File: config.mk
export PLATFORM = sky130hd
export DESIGN_NAME = mtq_prefetch
export DESIGN_NICKNAME = d
export VERILOG_FILES = /design/src/rtl/mtq_pkg.sv /design/src/rtl/mtq_mode_reg.sv /design/src/rtl/mtq_decode.sv /design/src/rtl/mtq_fifo.sv /design/src/rtl/mtq_exec_sel.sv /design/src/rtl/mtq_prefetch.sv
export SDC_FILE = /design/constraint.sdc
export NUM_CORES = 1
export LEC_CHECK = 0
export ABC_CLOCK_PERIOD_IN_PS = 2300
export BUFFER_PORTS_ARGS = -buffer_cell sky130_fd_sc_hd__buf_2
export CORE_MARGIN = 2
export CORE_UTILIZATION = 30
export DETAILED_ROUTE_END_ITERATION = 8
export GPL_ROUTABILITY_DRIVEN = 0
export GPL_TIMING_DRIVEN = 0
export PLACE_DENSITY = 0.44
export SLEW_MARGIN = 25
export SYNTH_ARGS = -nofsm -noshare
export SYNTH_HDL_FRONTEND = slang
export SYNTH_SLANG_ARGS = --single-unit
File: constraint.sdc
create_clock -name clk -period 2.3 [get_ports clk]
set_clock_uncertainty 0.15 [all_clocks]
set_input_delay 0.115 -clock clk [delete_from_list [all_inputs] [get_ports clk]]
set_output_delay 0.115 -clock clk [all_outputs]
set_load 0.005 [all_outputs]
File: src/rtl/mtq_pkg.sv
package mtq_pkg;
  localparam int OPC_W = 8;
  localparam int CLS_W = 3;
  localparam logic [CLS_W-1:0] CLS_PROT_ONLY = 3'b111;

  typedef struct packed {
    logic [OPC_W-1:0] opcode;
    logic [CLS_W-1:0] cls;
    logic             tag_pe;
  } mtq_entry_t;

  localparam int ENTRY_W = $bits(mtq_entry_t);
endpackage

File: src/rtl/mtq_mode_reg.sv
module mtq_mode_reg (
  input  logic clk,
  input  logic rst_n,
  input  logic wr_en,
  input  logic wr_data,
  output logic pe_q
);
  logic pe_d;

  always_comb begin
    pe_d = pe_q;
    if (wr_en) pe_d = wr_data;
  end

  always_ff @(posedge clk or negedge rst_n) begin
    if (!rst_n) pe_q <= 1'b0;
    else        pe_q <= pe_d;
  end
endmodule

File: src/rtl/mtq_decode.sv
module mtq_decode
  import mtq_pkg::*;
(
  input  logic [OPC_W-1:0] opcode,
  input  logic             pe,
  output mtq_entry_t       entry
);
  always_comb begin
    entry.opcode = opcode;
    entry.cls    = opcode[OPC_W-1 -: CLS_W];
    entry.tag_pe = pe;
  end
endmodule

File: src/rtl/mtq_fifo.sv
module mtq_fifo #(
  parameter int DEPTH = 4,
  parameter int W     = 8
) (
  input  logic         clk,
  input  logic         rst_n,
  input  logic         flush,
  input  logic         push,
  input  logic [W-1:0] wr_data,
  input  logic         pop,
  output logic [W-1:0] rd_data,
  output logic         full,
  output logic         empty
);
  localparam int PTR_W = (DEPTH > 1) ? $clog2(DEPTH) : 1;
  localparam int CNT_W = $clog2(DEPTH + 1);
  localparam logic [PTR_W-1:0] LAST = PTR_W'(DEPTH - 1);

  logic [PTR_W-1:0] wr_ptr_q, wr_ptr_d, rd_ptr_q, rd_ptr_d;
  logic [CNT_W-1:0] cnt_q, cnt_d;
  logic [W-1:0]     mem_q [DEPTH];
  logic             do_push, do_pop;

  assign full    = (cnt_q == CNT_W'(DEPTH));
  assign empty   = (cnt_q == '0);
  assign do_push = push && !full && !flush;
  assign do_pop  = pop && !empty && !flush;
  assign rd_data = mem_q[rd_ptr_q];

  always_comb begin
    wr_ptr_d = wr_ptr_q;
    rd_ptr_d = rd_ptr_q;
    cnt_d    = cnt_q;
    if (flush) begin
      wr_ptr_d = '0;
      rd_ptr_d = '0;
      cnt_d    = '0;
    end else begin
      if (do_push) wr_ptr_d = (wr_ptr_q == LAST) ? '0 : wr_ptr_q + PTR_W'(1);
      if (do_pop)  rd_ptr_d = (rd_ptr_q == LAST) ? '0 : rd_ptr_q + PTR_W'(1);
      case ({do_push, do_pop})
        2'b10:   cnt_d = cnt_q + CNT_W'(1);
        2'b01:   cnt_d = cnt_q - CNT_W'(1);
        default: cnt_d = cnt_q;
      endcase
    end
  end

  always_ff @(posedge clk or negedge rst_n) begin
    if (!rst_n) begin
      wr_ptr_q <= '0;
      rd_ptr_q <= '0;
      cnt_q    <= '0;
    end else begin
      wr_ptr_q <= wr_ptr_d;
      rd_ptr_q <= rd_ptr_d;
      cnt_q    <= cnt_d;
    end
  end

  for (genvar i = 0; i < DEPTH; i++) begin : g_slot
    logic slot_en;
    assign slot_en = do_push && (wr_ptr_q == PTR_W'(i));
    always_ff @(posedge clk) begin
      if (slot_en) mem_q[i] <= wr_data;
    end
  end
endmodule

File: src/rtl/mtq_exec_sel.sv
module mtq_exec_sel
  import mtq_pkg::*;
(
  input  logic             head_valid,
  input  logic [CLS_W-1:0] head_cls,
  input  logic             head_tag,
  input  logic             live_pe,
  output logic             illegal,
  output logic             trap,
  output logic             trap_tbl
);
  always_comb begin
    illegal  = (head_cls == CLS_PROT_ONLY) && !head_tag;
    trap     = head_valid && illegal;
    trap_tbl = live_pe;
  end
endmodule

File: src/rtl/mtq_prefetch.sv
module mtq_prefetch
  import mtq_pkg::*;
#(
  parameter int DEPTH = 4
) (
  input  logic             clk,
  input  logic             rst_n,
  input  logic             fetch_valid,
  input  logic [OPC_W-1:0] fetch_opcode,
  output logic             fetch_ready,
  input  logic             pe_wr_en,
  input  logic             pe_wr_data,
  input  logic             jump_flush,
  input  logic             exec_ready,
  output logic             exec_valid,
  output logic [OPC_W-1:0] exec_opcode,
  output logic [CLS_W-1:0] exec_class,
  output logic             exec_tag_pe,
  output logic             exec_illegal,
  output logic             exec_trap,
  output logic             exec_trap_tbl,
  output logic             pe_mode,
  output logic             q_full,
  output logic             q_empty
);
  mtq_entry_t dec_entry, head_entry;
  logic [ENTRY_W-1:0] head_bits;

  mtq_mode_reg u_mode (
    .clk(clk), .rst_n(rst_n), .wr_en(pe_wr_en), .wr_data(pe_wr_data), .pe_q(pe_mode)
  );

  mtq_decode u_dec (
    .opcode(fetch_opcode), .pe(pe_mode), .entry(dec_entry)
  );

  mtq_fifo #(.DEPTH(DEPTH), .W(ENTRY_W)) u_fifo (
    .clk(clk), .rst_n(rst_n), .flush(jump_flush),
    .push(fetch_valid), .wr_data(dec_entry),
    .pop(exec_ready), .rd_data(head_bits),
    .full(q_full), .empty(q_empty)
  );

  assign head_entry  = mtq_entry_t'(head_bits);
  assign fetch_ready = !q_full;
  assign exec_valid  = !q_empty;
  assign exec_opcode = head_entry.opcode;
  assign exec_class  = head_entry.cls;
  assign exec_tag_pe = head_entry.tag_pe;

  mtq_exec_sel u_sel (
    .head_valid(exec_valid), .head_cls(head_entry.cls), .head_tag(head_entry.tag_pe),
    .live_pe(pe_mode), .illegal(exec_illegal), .trap(exec_trap), .trap_tbl(exec_trap_tbl)
  );
endmodule

==> results.toml <==
[clock_tree]
ctsHtreeMaxLevel = 2
clkLatencyLatePin_ns = 0.29
root_buffer = "clkbuf_8"
clk_pin_slew_ns = 0.08
numCtsBuffers = 5
cts_tree = "built"
numClockSinks = 44
clk_path_buf_depth = 2

[sta]
min_period_ns = 2.18
drv_slew = 0
hold_viol = 0
finalSetupViolations = 0
fmax_mhz = 459
slew_headroom_pct = 63.0
worstMarginPinSlew_ns = 0.555
fin_crit_sh_pct = 94.7
tns_ns = 0
rsz0062_at_grt = "yes"

[routing]
viasPerCell = 4.49
drcViolationCount = 0
detail-route-antenna-nets = 0
wl_met1_um = 1620
drtIter0Drc = 60
wl_per_cell_um = 15.2
totalWireLength_um = 3600
vias = 1064
wl_met2_um = 1790
top_layer = "met4"
wl_met3_um = 136
dr.pass1.iters = 4

[global_routing]
grt_max_degree = 14
antenna_found_initial = 0
overflow = 0
grt_pass1_vias = 1074
global_route.usage.total_pct = 11.0
grt_pass1_wl_um = 5820

[yosys]
syn_area_per_cell_um2 = 17.6
yosysUniqueCellTypes = 30
synth_top_area_share_pct = 57.3
netlist_area_um2 = 1890
netlist_instances = 107
synth_top_cell_by_area = "edfxtp_1"
yosysWarnings = 0
ys_seq_elements = 44
synth-seq-area-share_pct = 67.9
yosys-top-cells-area = "edfxtp_1, mux4_2, dfrtp_1"
synthesis.nets = 128

[worst_setup_path]
rr_startpoint = "u_fifo.cnt_q[0]"
crit_path_end_kind = "output pin"
critPathLaunchType = "flop"
critPathMaxFanout = 10
ff2ff_path_depth = 7
slowest_stage = "mux4_2"
rrSetupSlack_ns = 0.16
cp_data_required_time_ns = 2.04
crit_chain = "buf_12 -> mux4_2 -> and4b_1 -> and2_1 -> buf_2"
critPathArrivalTime_ns = 1.91
r2r-end = "u_fifo.cnt_q[2]"
endpoint = "exec_trap"
path_class = "reg -> out"
crit_path_start = "u_fifo.rd_ptr_q[0]"
cpPeakStageDelay_ns = 0.55

[die]
std_cell_rows = 28
core_um2 = 5990
die-area_um2 = 6940
die_h_um = 83.3
ios = 35
die_x_um = 83.3
initial_utilization_pct = 31.5

[cells_and_area]
area_delta_synth_final_pct = 26.6
finalNetCount = 182
final_cell_mix = "edfxtp_1, buf_2, dlygate4sd3_1, mux4_2, dfrtp_1"
nFillCells = 593
layout-drive-gt1-share_pct = 39.5
antennaDiodeCount = 0
final_common_cell = "edfxtp_1"

[power_and_ir_drop]
leakage_nw = 0.921
seqPwrFrac_pct = 47.9
p_clk_share_pct = 21.7
irDropWorstVdd_v = 0.000306
netSwitchingPower_w = 0.000592
p_total_w = 0.00210
power_density_nw_per_um2 = 878
internal_power_w = 0.00150
swShare_pct = 28.3
combPwrFrac_pct = 30.4

[job]
maxCapViolCount = 0

[hold_path]
min_path_type = "in -> async"

[placed_design]
io_buffers = 34
dp_hpwl_um = 2440

[run_status]
status = "finished, final reports clean"
cell usage after synthesis, drive strengths merged:
library cell,count
and4,1
and4b,1
ha,5
nand2b,2
o31ai,1
and2,5
buf,7
mux2i,2
nand2,3
nand3,1
fa,1
clkbuf,1
o21a,1
or3,2
nor2b,1
a21oi,3
a211oi,2
mux4,9
edfxtp,36
dfrtp,8
inv,4
nor3,3
mux2,2
xnor2,1
or3b,1
nor2,4
logic make-up (layout without fill, tap and decap cells):
logic type	after synthesis	in the layout	share of synthesized area, %
DFF	44	44	67.9
and+or+nand+nor	24	24	7.62
muxes	13	13	13.2
buffers and inverters	12	67	3.84
AOI/OAI and AO/OA	7	7	2.65
adders and majority gates	6	6	4.37
xor gates and xnor gates	1	1	0.464
sequential cells by signal (all words and copies together) (netlist names):
signal	flops
u_fifo.mem_q	36
u_mode.pe_q	1
u_fifo.cnt_q	3
u_fifo.rd_ptr_q	2
u_fifo.wr_ptr_q	2
metrics by stage:
stage | worst slack, ns | hold WS, ns | utilization (%) | cell area, µm² | instances
floorplan | 0.210 | -0.331 | - | 1890 | 107
global placement | 0.0539 | -0.176 | 35.9 | 2150 | 216
detailed placement | -0.0157 | -0.169 | 35.9 | 2150 | 216
CTS | 0.0399 | 0.0421 | 39.7 | 2380 | 236
global route | -0.0119 | 0.0507 | 39.9 | 2390 | 237
finish | 0.121 | 0.0503 | 39.9 | 2390 | 237
routing by layer:
layer	global-route usage, %	up-vias
met3	2.98	6
met2	16.9	24
met5	0	-
met1	14.9	526
li1	-	508
met4	4.02	0
power by group through the flow:
stage	Sequential, W	Clock (W)	Combinational, W
2_1_floorplan	0.000995	0	0.000397
3_3_place_gp	0.00101	0	0.000591
3_5_place_dp	0.00101	0	0.000603
4_1_cts	0.00101	0.000482	0.000642
5_1_grt	0.00102	0.000509	0.000707
6_report	0.00100	0.000455	0.000638
worst min-delay path by stage:
stage,start,to,slack [ns],cells past startpoint
after floorplan,rst_n,u_fifo.cnt_q[0],-0.33,0
after global placement,rst_n,u_mode.pe_q,-0.18,1
after detailed placement,rst_n,u_mode.pe_q,-0.17,1
after CTS,jump_flush,u_fifo.cnt_q[0],0.04,3
after global routing,rst_n,u_fifo.rd_ptr_q[1],0.05,2
final,rst_n,u_fifo.cnt_q[2],0.05,2
final cells by class:
cell class	count	area, µm²	area share (%)
flip-flops and latches	44	1280	53.7
multi-input cells	51	548	22.9
repair buffers	47	298	12.5
well taps	75	93.8	3.93
clock buffers	7	76.3	3.19
plain buffers	8	70.1	2.93
inverters	4	15.0	0.628
clock inverters	1	5.00	0.209
critical path, delay by kind of cell (launching register included):
family / cells / cell delay [ns]
buffers and inverters: 2 / 0.27
muxes: 1 / 0.55
DFF: 1 / 0.40
and+or+nand+nor: 2 / 0.40
repair_timing:
item,CTS,global route
setup buffers,0,1
cloned,0,0
endpoints found under the hold margin,42,0
endpoints found under the setup margin,2,3
hold buffers,12,0
pin swaps,0,1
resized for setup,5,2
Note: power is estimated with default switching activity, not from simulation.
